--- config.mk ---
export PLATFORM = sky130hd
export DESIGN_NAME = mem_bank_composer
export DESIGN_NICKNAME = d
export VERILOG_FILES = /design/src/rtl/mem_bank_composer.sv
export SDC_FILE = /design/constraint.sdc
export NUM_CORES = 1
export LEC_CHECK = 0
export ABC_AREA = 1
export ABC_CLOCK_PERIOD_IN_PS = 1700
export BUFFER_PORTS_ARGS = -buffer_cell sky130_fd_sc_hd__buf_2
export CAP_MARGIN = 30
export CORE_ASPECT_RATIO = 1.25
export CORE_MARGIN = 4
export CORE_UTILIZATION = 35
export CTS_BUF_LIST = sky130_fd_sc_hd__clkbuf_8
export CTS_CLUSTER_DIAMETER = 150
export DETAILED_ROUTE_END_ITERATION = 8
export GPL_ROUTABILITY_DRIVEN = 0
export PLACE_DENSITY = 0.58
export SLEW_MARGIN = 40
export SYNTH_ARGS = -nofsm -noshare
export SYNTH_HDL_FRONTEND = slang
export SYNTH_SLANG_ARGS = --single-unit
--- constraint.sdc ---
create_clock -name clk -period 1.7 [get_ports clk]
set_input_delay 0.17 -clock clk [delete_from_list [all_inputs] [get_ports clk]]
set_output_delay 0.17 -clock clk [all_outputs]
set_load 0.01 [all_outputs]
--- src/rtl/mem_bank_composer.sv ---
module mem_bank_composer #(
  parameter int UNIT_W     = 8,
  parameter int ACC_W      = 32,
  parameter int CHIP_W     = 8,
  parameter int CHIP_DEPTH = 4,
  parameter int NUM_CHIPS  = 16,
  localparam int PER_BANK  = ACC_W / CHIP_W,
  localparam int BANKS     = NUM_CHIPS / PER_BANK,
  localparam int DROP_W    = $clog2(ACC_W / UNIT_W),
  localparam int CA_W      = $clog2(CHIP_DEPTH),
  localparam int BK_W      = (BANKS > 1) ? $clog2(BANKS) : 1,
  localparam int BK_BITS   = (BANKS > 1) ? $clog2(BANKS) : 0,
  localparam int ADDR_W    = BK_BITS + CA_W + DROP_W
) (
  input  logic              clk,
  input  logic              rst_n,
  input  logic              re,
  input  logic              we,
  input  logic [ADDR_W-1:0] addr,
  input  logic [ACC_W-1:0]  din,
  output logic [ACC_W-1:0]  dout,
  output logic [BANKS-1:0]  bank_sel
);

  if (ACC_W < UNIT_W) begin : g_bad_ratio
    $error("access width narrower than addressable unit");
  end
  if (ACC_W % CHIP_W != 0 || NUM_CHIPS % PER_BANK != 0 || ACC_W % UNIT_W != 0) begin : g_bad_div
    $error("widths or chip count do not divide evenly");
  end

  logic           rd_op, wr_op;
  logic [BK_W-1:0] bank;
  logic [CA_W-1:0] caddr;

  assign rd_op = re & ~we;
  assign wr_op = we & ~re;
  assign caddr = addr[DROP_W +: CA_W];

  if (BANKS > 1) begin : g_bank_field
    assign bank = addr[ADDR_W-1 -: BK_BITS];
  end else begin : g_one_bank
    assign bank = '0;
  end

  always_comb begin
    bank_sel = '0;
    if (rd_op | wr_op) bank_sel[bank] = 1'b1;
  end

  logic [CHIP_W-1:0] chip_q [NUM_CHIPS];

  for (genvar c = 0; c < NUM_CHIPS; c++) begin : g_chip
    localparam int LANE = c % PER_BANK;
    localparam int BK   = c / PER_BANK;
    logic [CHIP_W-1:0] cells [CHIP_DEPTH];
    logic              cs;

    assign cs = bank_sel[BK];

    always_ff @(posedge clk or negedge rst_n) begin
      if (!rst_n) begin
        for (int d = 0; d < CHIP_DEPTH; d++) cells[d] <= '0;
      end else if (cs && wr_op) begin
        cells[caddr] <= din[LANE*CHIP_W +: CHIP_W];
      end
    end

    assign chip_q[c] = cells[caddr];
  end

  always_comb begin
    dout = '0;
    if (rd_op) begin
      for (int k = 0; k < BANKS; k++)
        if (bank_sel[k])
          for (int l = 0; l < PER_BANK; l++)
            dout[l*CHIP_W +: CHIP_W] = chip_q[k*PER_BANK + l];
    end
  end

endmodule

* After elaboration in Yosys (flattened, before gate mapping)
Cells that the tools add are included.
Word-level totals: register bits 512, input bits 42, word-level logic and storage cells 154
Operators by class: order comparisons 4, muxes and demuxes 74, bitwise logic cells 6, reductions and logical operators 6
Operator list (number):
- $bwmux 32 | 16
- $mux 8 | 33
- $bmux 8 s2 | 16
- $mux 32 | 5
- $demux 8 s2 | 1
- $logic_and 1x1->1 | 6
- $mux 4 | 1
- $ge 3x3->1 const B | 1
- $lt 2x3->1 const B | 1
- $lt 3x1->1 const B | 1
- $not 2->3 | 1
- $and 1x1->1 | 2
- $demux 1 s2 | 1
- $ge 2x1->1 const B | 1
- $not 1->1 | 2
- $mux 1 | 1
- $or 1x1->1 | 1

* Logic depth before layout (Yosys ltp)
Gate-level depths: netlist of the first run.
depth after elaboration 10, mapped depth 12

* Worst setup path after synthesis of the first run
No wires, ideal clock.
path type input-to-output, start point input port re, end point output port dout[22], arrival time 1.693 ns, path slack -0.163 ns, stages 11, path buffers 2, cell sequence inv_1 ha_1 inv_1 nand3_1 buf_2 inv_1 buf_1 nand3_1 nand2_1 nor2_1 nor2_1
RTL lines:
- start: declaration | RTL line 17 | input logic re,
- $not 1->1 | RTL line 37 | assign wr_op = we & ~re;
- $and 1x1->1 | RTL line 37
- $or 1x1->1 * | RTL line 48 | if (rd_op | wr_op) bank_sel[bank] = 1'b1;
- $mux 4 * | RTL line 48
- via bank_sel[2] | RTL line 22 | output logic [BANKS-1:0] bank_sel
- $mux 32 * (2 in series) | RTL line 76 | if (bank_sel[k])
- $mux 32 * | RTL line 74 | if (rd_op) begin
- end: declaration | RTL line 21 | output logic [ACC_W-1:0] dout,
The timed path passes the listed nets; every way through them passes the cells marked *.

* Final worst setup path of the first run
start point register g_chip[0].cells[31] (netlist bit), end point output port dout[7]
Between the ends: cells in the longest elaborated chain, start to end 8
RTL lines:
- start: declaration | RTL line 56 | logic [CHIP_W-1:0] cells [CHIP_DEPTH];
- start signal: indexed assignment | RTL line 65 | cells[caddr] <= din[LANE*CHIP_W +: CHIP_W];
- $bmux 8 s2 | RTL line 69 | assign chip_q[c] = cells[caddr];
- $mux 8 (not written as such) (2 in series) | RTL line 69
- $mux 32 (4 in series) | RTL line 76
- $mux 32 | RTL line 74
Every way passes these cells. The select of a mux whose other input is x is not followed.

==> results.yml, run 1 <==
pwr:
  power.total_mw: 31.3
  ir_worst_vdd_mv: 0.417
  p_per_area_nw_per_um2: 1000
  leakage_nw: 16.0
run_status:
  violations: "negative setup slack"
  status: "complete, but fails checks"
timing:
  skew_ps: 0
  rsz0062_at_grt: "true"
  maxSlewViolCount: 0
  timing.hold.ws_ps: 76.4
  fmax_ghz: 0.498
  finalHoldViolations: 0
  worst-slew-pin-transition_ps: 585
  final.setup.worst_slack_ps: -310
  finalSetupViolations: 32
  fin_crit_sh_pct: 118
  min_period_ps: 2010
  relSlewSlack_pct: 60.9
clocking:
  numCtsBuffers: 81
  htree_levels: 3
  root_buffer: "clkbuf_8"
  cts_tree: "yes"
  clockBufferDepth: 3
  cts_sinks: 512
  clkLatencyLatePin_ps: 660
  path_clk_slew_ps: 60
setup_path:
  critical_path_arrival_ps: 1840
  rr_startpoint: "g_chip[1].cells[21]"
  worstSetupPathType: "flip-flop to output pin"
  critical_path.max_fanout: 2
  r2r_slack_ps: 860
  r2r-end: "g_chip[1].cells[21]"
  reg2reg_depth: 4
  end_kind: "output pin"
  required_ps: 1530
  startpoint_type: "flip-flop"
flow_run:
  max-cap-violations: 0
die:
  coreArea_um2: 70900
  die_w_um: 247
  initial_core_util_pct: 35.4
  die_area_um2: 76100
  pin_count: 78
  rows: 109
  dieHeight_um: 307
synthesis:
  postSynthCellCount: 3538
  avgSynthCellArea_um2: 7.09
  synth_top_area_share_pct: 51.1
  synth_area_leader_cell: "dfrtp_1"
  synth_area_um2: 25100
  yosys-top-cells-area: "dfrtp_1 51%, nand2_1 23%, o21ai_0 9.2%"
  yosysUniqueCellTypes: 18
  ys_seq_area_share_pct: 51.1
  ys_ff_latch: 512
  syn_nets: 3582
  ys_warn_count: 0
placed_design:
  dpl-instance-area_um2: 28300
  dp_hpwl_mm: 47.4
  port_buffers: 75
  dp_cells: 4521
cells_and_area:
  post-route-util_pct: 44.0
  design_area_um2: 31200
  fill_cells: 7376
  fin_nets: 3775
  layout_commonest_cell: "nand2_1"
  multi_input_area_um2: 10200
  instances_no_fill: 4729
  layout_common_cells: "1448 x nand2_1, 537 x inv_1, 512 x dfrtp_1, 459 x o21ai_0, 141 x buf_4"
  areaGrowthSynthToFinish_pct: 24.3
  drive_gt1_share_pct: 15.6
  regMostFlops: "g_chip.cells"
  reg_top3: "g_chip.cells: 512 flops"
  largest_reg_flops: 512
  area.sequential_um2: 12800
global_routing:
  antenna_found_initial: 1
  grt_pass1_vias: 20800
  grt_max_degree: 72
  grtUsageTotal_pct: 19.0
  grt_pass1_wl_mm: 116
  overflow: 0
drt:
  routed_via_density: 4.59
  wire_per_inst_um: 15.0
  ant_nets: 0
  drc: 0
  firstDrtPassIters: 7
  vias: 21700
  drt_iter0_drc: 1772
  wirelength_mm: 70.9
min_path:
  hold_class: "primary input to asynchronous set/reset pin"
-- area by class of cell --
cell class	count	share of cell area (%)
diodes	1	0.00803
well taps	943	3.78
clock buffers	100	4.41
multi-input cells	2292	32.6
clock inverters	37	0.534
repair buffers	331	11.3
inverters	513	6.20
flip-flops and latches	512	41.1
-- cell usage after synthesis (all sizes together) --
master	count
a21oi	32
ha	2
buf	37
clkbuf	184
nor3	4
inv	513
dfrtp	512
nor2	123
nand3b	1
nand2	1552
o21ai	480
nand4	32
nand3	66
-- kinds of logic after synthesis --
group / Yosys count / synth area share, %
flip-flops: 512 / 51.1
buffers and inverters: 734 / 11.1
AND/OR/NAND/NOR: 1778 / 27.5
adder cells (fa/ha/maj): 2 / 0.0997
AO/OA/AOI/OAI: 512 / 10.2
-- what timing repair did --
item / CTS / global route
setup endpoints to repair: 33 / 32
endpoints found under the hold margin: 609 / 0
gates resized for setup: 125 / 84
hold buffers: 34 / 0
setup buffers: 6 / 34
cloned: 2 / 0
pin swaps: 54 / 117
-- critical path, stage by stage, from the launching register on --
cell     delay (ps)
dfrtp_1         340
nand2_1          60
nand2_1          60
nand2_1          60
nand2_2         100
nand2_2          60
nand2_2          70
nor2_1           40
nor2_1          130
buf_4           160
buf_6           100
-- worst max-delay path by stage --
stage / from / to / slack [ps]
5_1_grt: g_chip[4].cells[7] / dout[7] / -440
6_report: g_chip[0].cells[31] / dout[7] / -310
2_1_floorplan: re / dout[10] / 20
3_5_place_dp: re / g_chip[3].cells[13] / -430
3_3_place_gp: re / g_chip[3].cells[25] / -410
4_1_cts: g_chip[3].cells[30] / dout[30] / -410
-- metrics by stage --
| stage | setup slack, ps | setup TNS, ps |
|---|---|---|
| floorplan | 19.7 | 0 |
| detailed placement | -430 | -128570 |
| finish | -310 | -7220 |
| global placement | -408 | -122140 |
| global route | -443 | -11170 |
| CTS | -406 | -9990 |
-- per-layer routing --
layer	vias up	part of all wire [%]	track usage, %
li1	11000	-	-
met1	10200	48	27.1
met2	389	46	30.2
met3	110	4.1	2.71
met4	0	2.3	5.45
met5	-	0	0
-- power breakdown --
part / switching (mW) / internal (mW) / leakage, nW
Clock: 4.92 / 5.28 / 0.903
Sequential: 1.01 / 14.2 / 6.54
Combinational: 3.38 / 2.50 / 8.54
(Power assumes the default switching activity.)
==> inputs of run 2 (changes only) <==
--- a/config.mk
+++ b/config.mk
@@ -12,7 +12,6 @@
 export CORE_ASPECT_RATIO = 1.25
 export CORE_MARGIN = 4
 export CORE_UTILIZATION = 35
-export CTS_BUF_LIST = sky130_fd_sc_hd__clkbuf_8
 export CTS_CLUSTER_DIAMETER = 150
 export DETAILED_ROUTE_END_ITERATION = 8
 export GPL_ROUTABILITY_DRIVEN = 0
==> results.yml, run 2 (synthesis gave the netlist of run 1 again) <==
run_status:
  status: "complete, but fails checks"
  violations: "negative setup slack"
clocking:
  root_buffer: "clkbuf_16"
  numCtsBuffers: 49
  clockBufferDepth: 3
  clkLatencyLatePin_ps: 570
  htree_levels: 2
  path_clk_slew_ps: 60
  cts_sinks: 512
  cts_tree: "yes"
pwr:
  leakage_nw: 16.0
  ir_worst_vdd_mv: 0.795
  p_per_area_nw_per_um2: 1020
flow_run:
  max-cap-violations: 0
die:
  coreArea_um2: 70900
  pin_count: 78
  initial_core_util_pct: 35.4
  rows: 109
  die_w_um: 247
  dieHeight_um: 307
  die_area_um2: 76100
timing:
  maxSlewViolCount: 0
  min_period_ps: 1940
  fin_crit_sh_pct: 114
  fmax_ghz: 0.514
  relSlewSlack_pct: 58.6
  skew_ps: 0
  timing.hold.ws_ps: 46.8
  finalHoldViolations: 0
  worst-slew-pin-transition_ps: 621
  finalSetupViolations: 32
  final.setup.worst_slack_ps: -244
  rsz0062_at_grt: "true"
placed_design:
  dpl-instance-area_um2: 28300
  dp_hpwl_mm: 47.4
  port_buffers: 75
  pre_cts_ws_ps: -430
drt:
  ant_nets: 0
  vias: 21500
  wirelength_mm: 71.2
  drt_iter0_drc: 1658
  drc: 0
  firstDrtPassIters: 5
  wire_per_inst_um: 15.2
  routed_via_density: 4.59
setup_path:
  startpoint_type: "flip-flop"
  worstSetupPathType: "flip-flop to output pin"
  reg2reg_depth: 4
  end_kind: "output pin"
  r2r-end: "g_chip[1].cells[9]"
  rr_startpoint: "g_chip[1].cells[9]"
  required_ps: 1530
  critical_path_arrival_ps: 1770
  r2r_slack_ps: 820
  critical_path.max_fanout: 2
cells_and_area:
  areaGrowthSynthToFinish_pct: 25.8
  largest_reg_flops: 512
  regMostFlops: "g_chip.cells"
  layout_common_cells: "1443 x nand2_1, 512 x dfrtp_1, 507 x inv_1, 459 x o21ai_0, 141 x buf_4"
  design_area_um2: 31600
  fin_nets: 3751
  diodes: 0
  drive_gt1_share_pct: 15.7
  reg_top3: "g_chip.cells: 512 flops"
  fill_cells: 7284
  layout_commonest_cell: "nand2_1"
global_routing:
  grt_pass1_vias: 20600
  overflow: 0
  grtUsageTotal_pct: 18.7
  grt_pass1_wl_mm: 115
  antenna_found_initial: 0
  grt_max_degree: 72
min_path:
  hold_class: "primary input to asynchronous set/reset pin"
==> run 2: worst max-delay path: stages (launching register included) <==
cell and delay [ps]:
dfrtp_1 350, nand2_1 60, nand2_1 60, nand2_1 60
nand2_2 100, nand2_2 60, nand2_2 70, nor2_1 40
nor2_1 130, buf_4 160, buf_6 100
==> run 2: how the worst max path moves through the flow <==
stage	from	end	slack, ps
2_1_floorplan	re	dout[10]	20
3_3_place_gp	re	g_chip[3].cells[25]	-410
3_5_place_dp	re	g_chip[3].cells[13]	-430
4_1_cts	g_chip[0].cells[31]	dout[7]	-310
5_1_grt	g_chip[0].cells[31]	dout[7]	-350
6_report	g_chip[0].cells[31]	dout[7]	-240
==> run 2: per-layer routing <==
metal  vias up  wire length, um  global-route usage (%)
met5         -                0                       0
met4         0             1610                    4.71
li1      11000                -                       -
met3        86             2270                    1.90
met2       341            32800                    30.2
met1     10100            34500                    27.2
==> run 2: what timing repair did <==
action | in CTS | in global routing
endpoints found under the setup margin | 33 | 32
endpoints found under the hold margin | 579 | 0
buffers inserted | 15 | 32
resized for setup | 181 | 85
gates cloned | 2 | 2
hold buffers | 33 | 0
pin swaps | 103 | 105
==> run 2: metrics by stage <==
stage | cells | setup TNS [ps] | power (mW) | utilization, %
2_1_floorplan | 3538 | 0 | 18.7 | -
3_3_place_gp | 4521 | -122140 | 20.6 | 39.9
3_5_place_dp | 4521 | -128570 | 20.7 | 39.9
4_1_cts | 4652 | -5910 | 32.2 | 43.7
5_1_grt | 4685 | -7490 | 34.2 | 44.5
6_report | 4685 | -5020 | 32.2 | 44.5
==> run 2: report_power, final <==
group	internal (mW)	leakage [nW]	switching [mW]
Sequential	14.2	6.54	1.01
Clock	6.26	0.783	4.78
Combinational	2.54	8.66	3.44
==> run 2: area by class of cell <==
| type | count | area, um2 | area share [%] |
|---|---|---|---|
| clock inverters | 10 | 110 | 0.349 |
| inverters | 513 | 1940 | 6.15 |
| multi-input cells | 2292 | 10400 | 32.8 |
| clock buffers | 76 | 1480 | 4.68 |
| repair buffers | 339 | 3690 | 11.7 |
| flip-flops and latches | 512 | 12800 | 40.6 |
| well taps | 943 | 1180 | 3.74 |
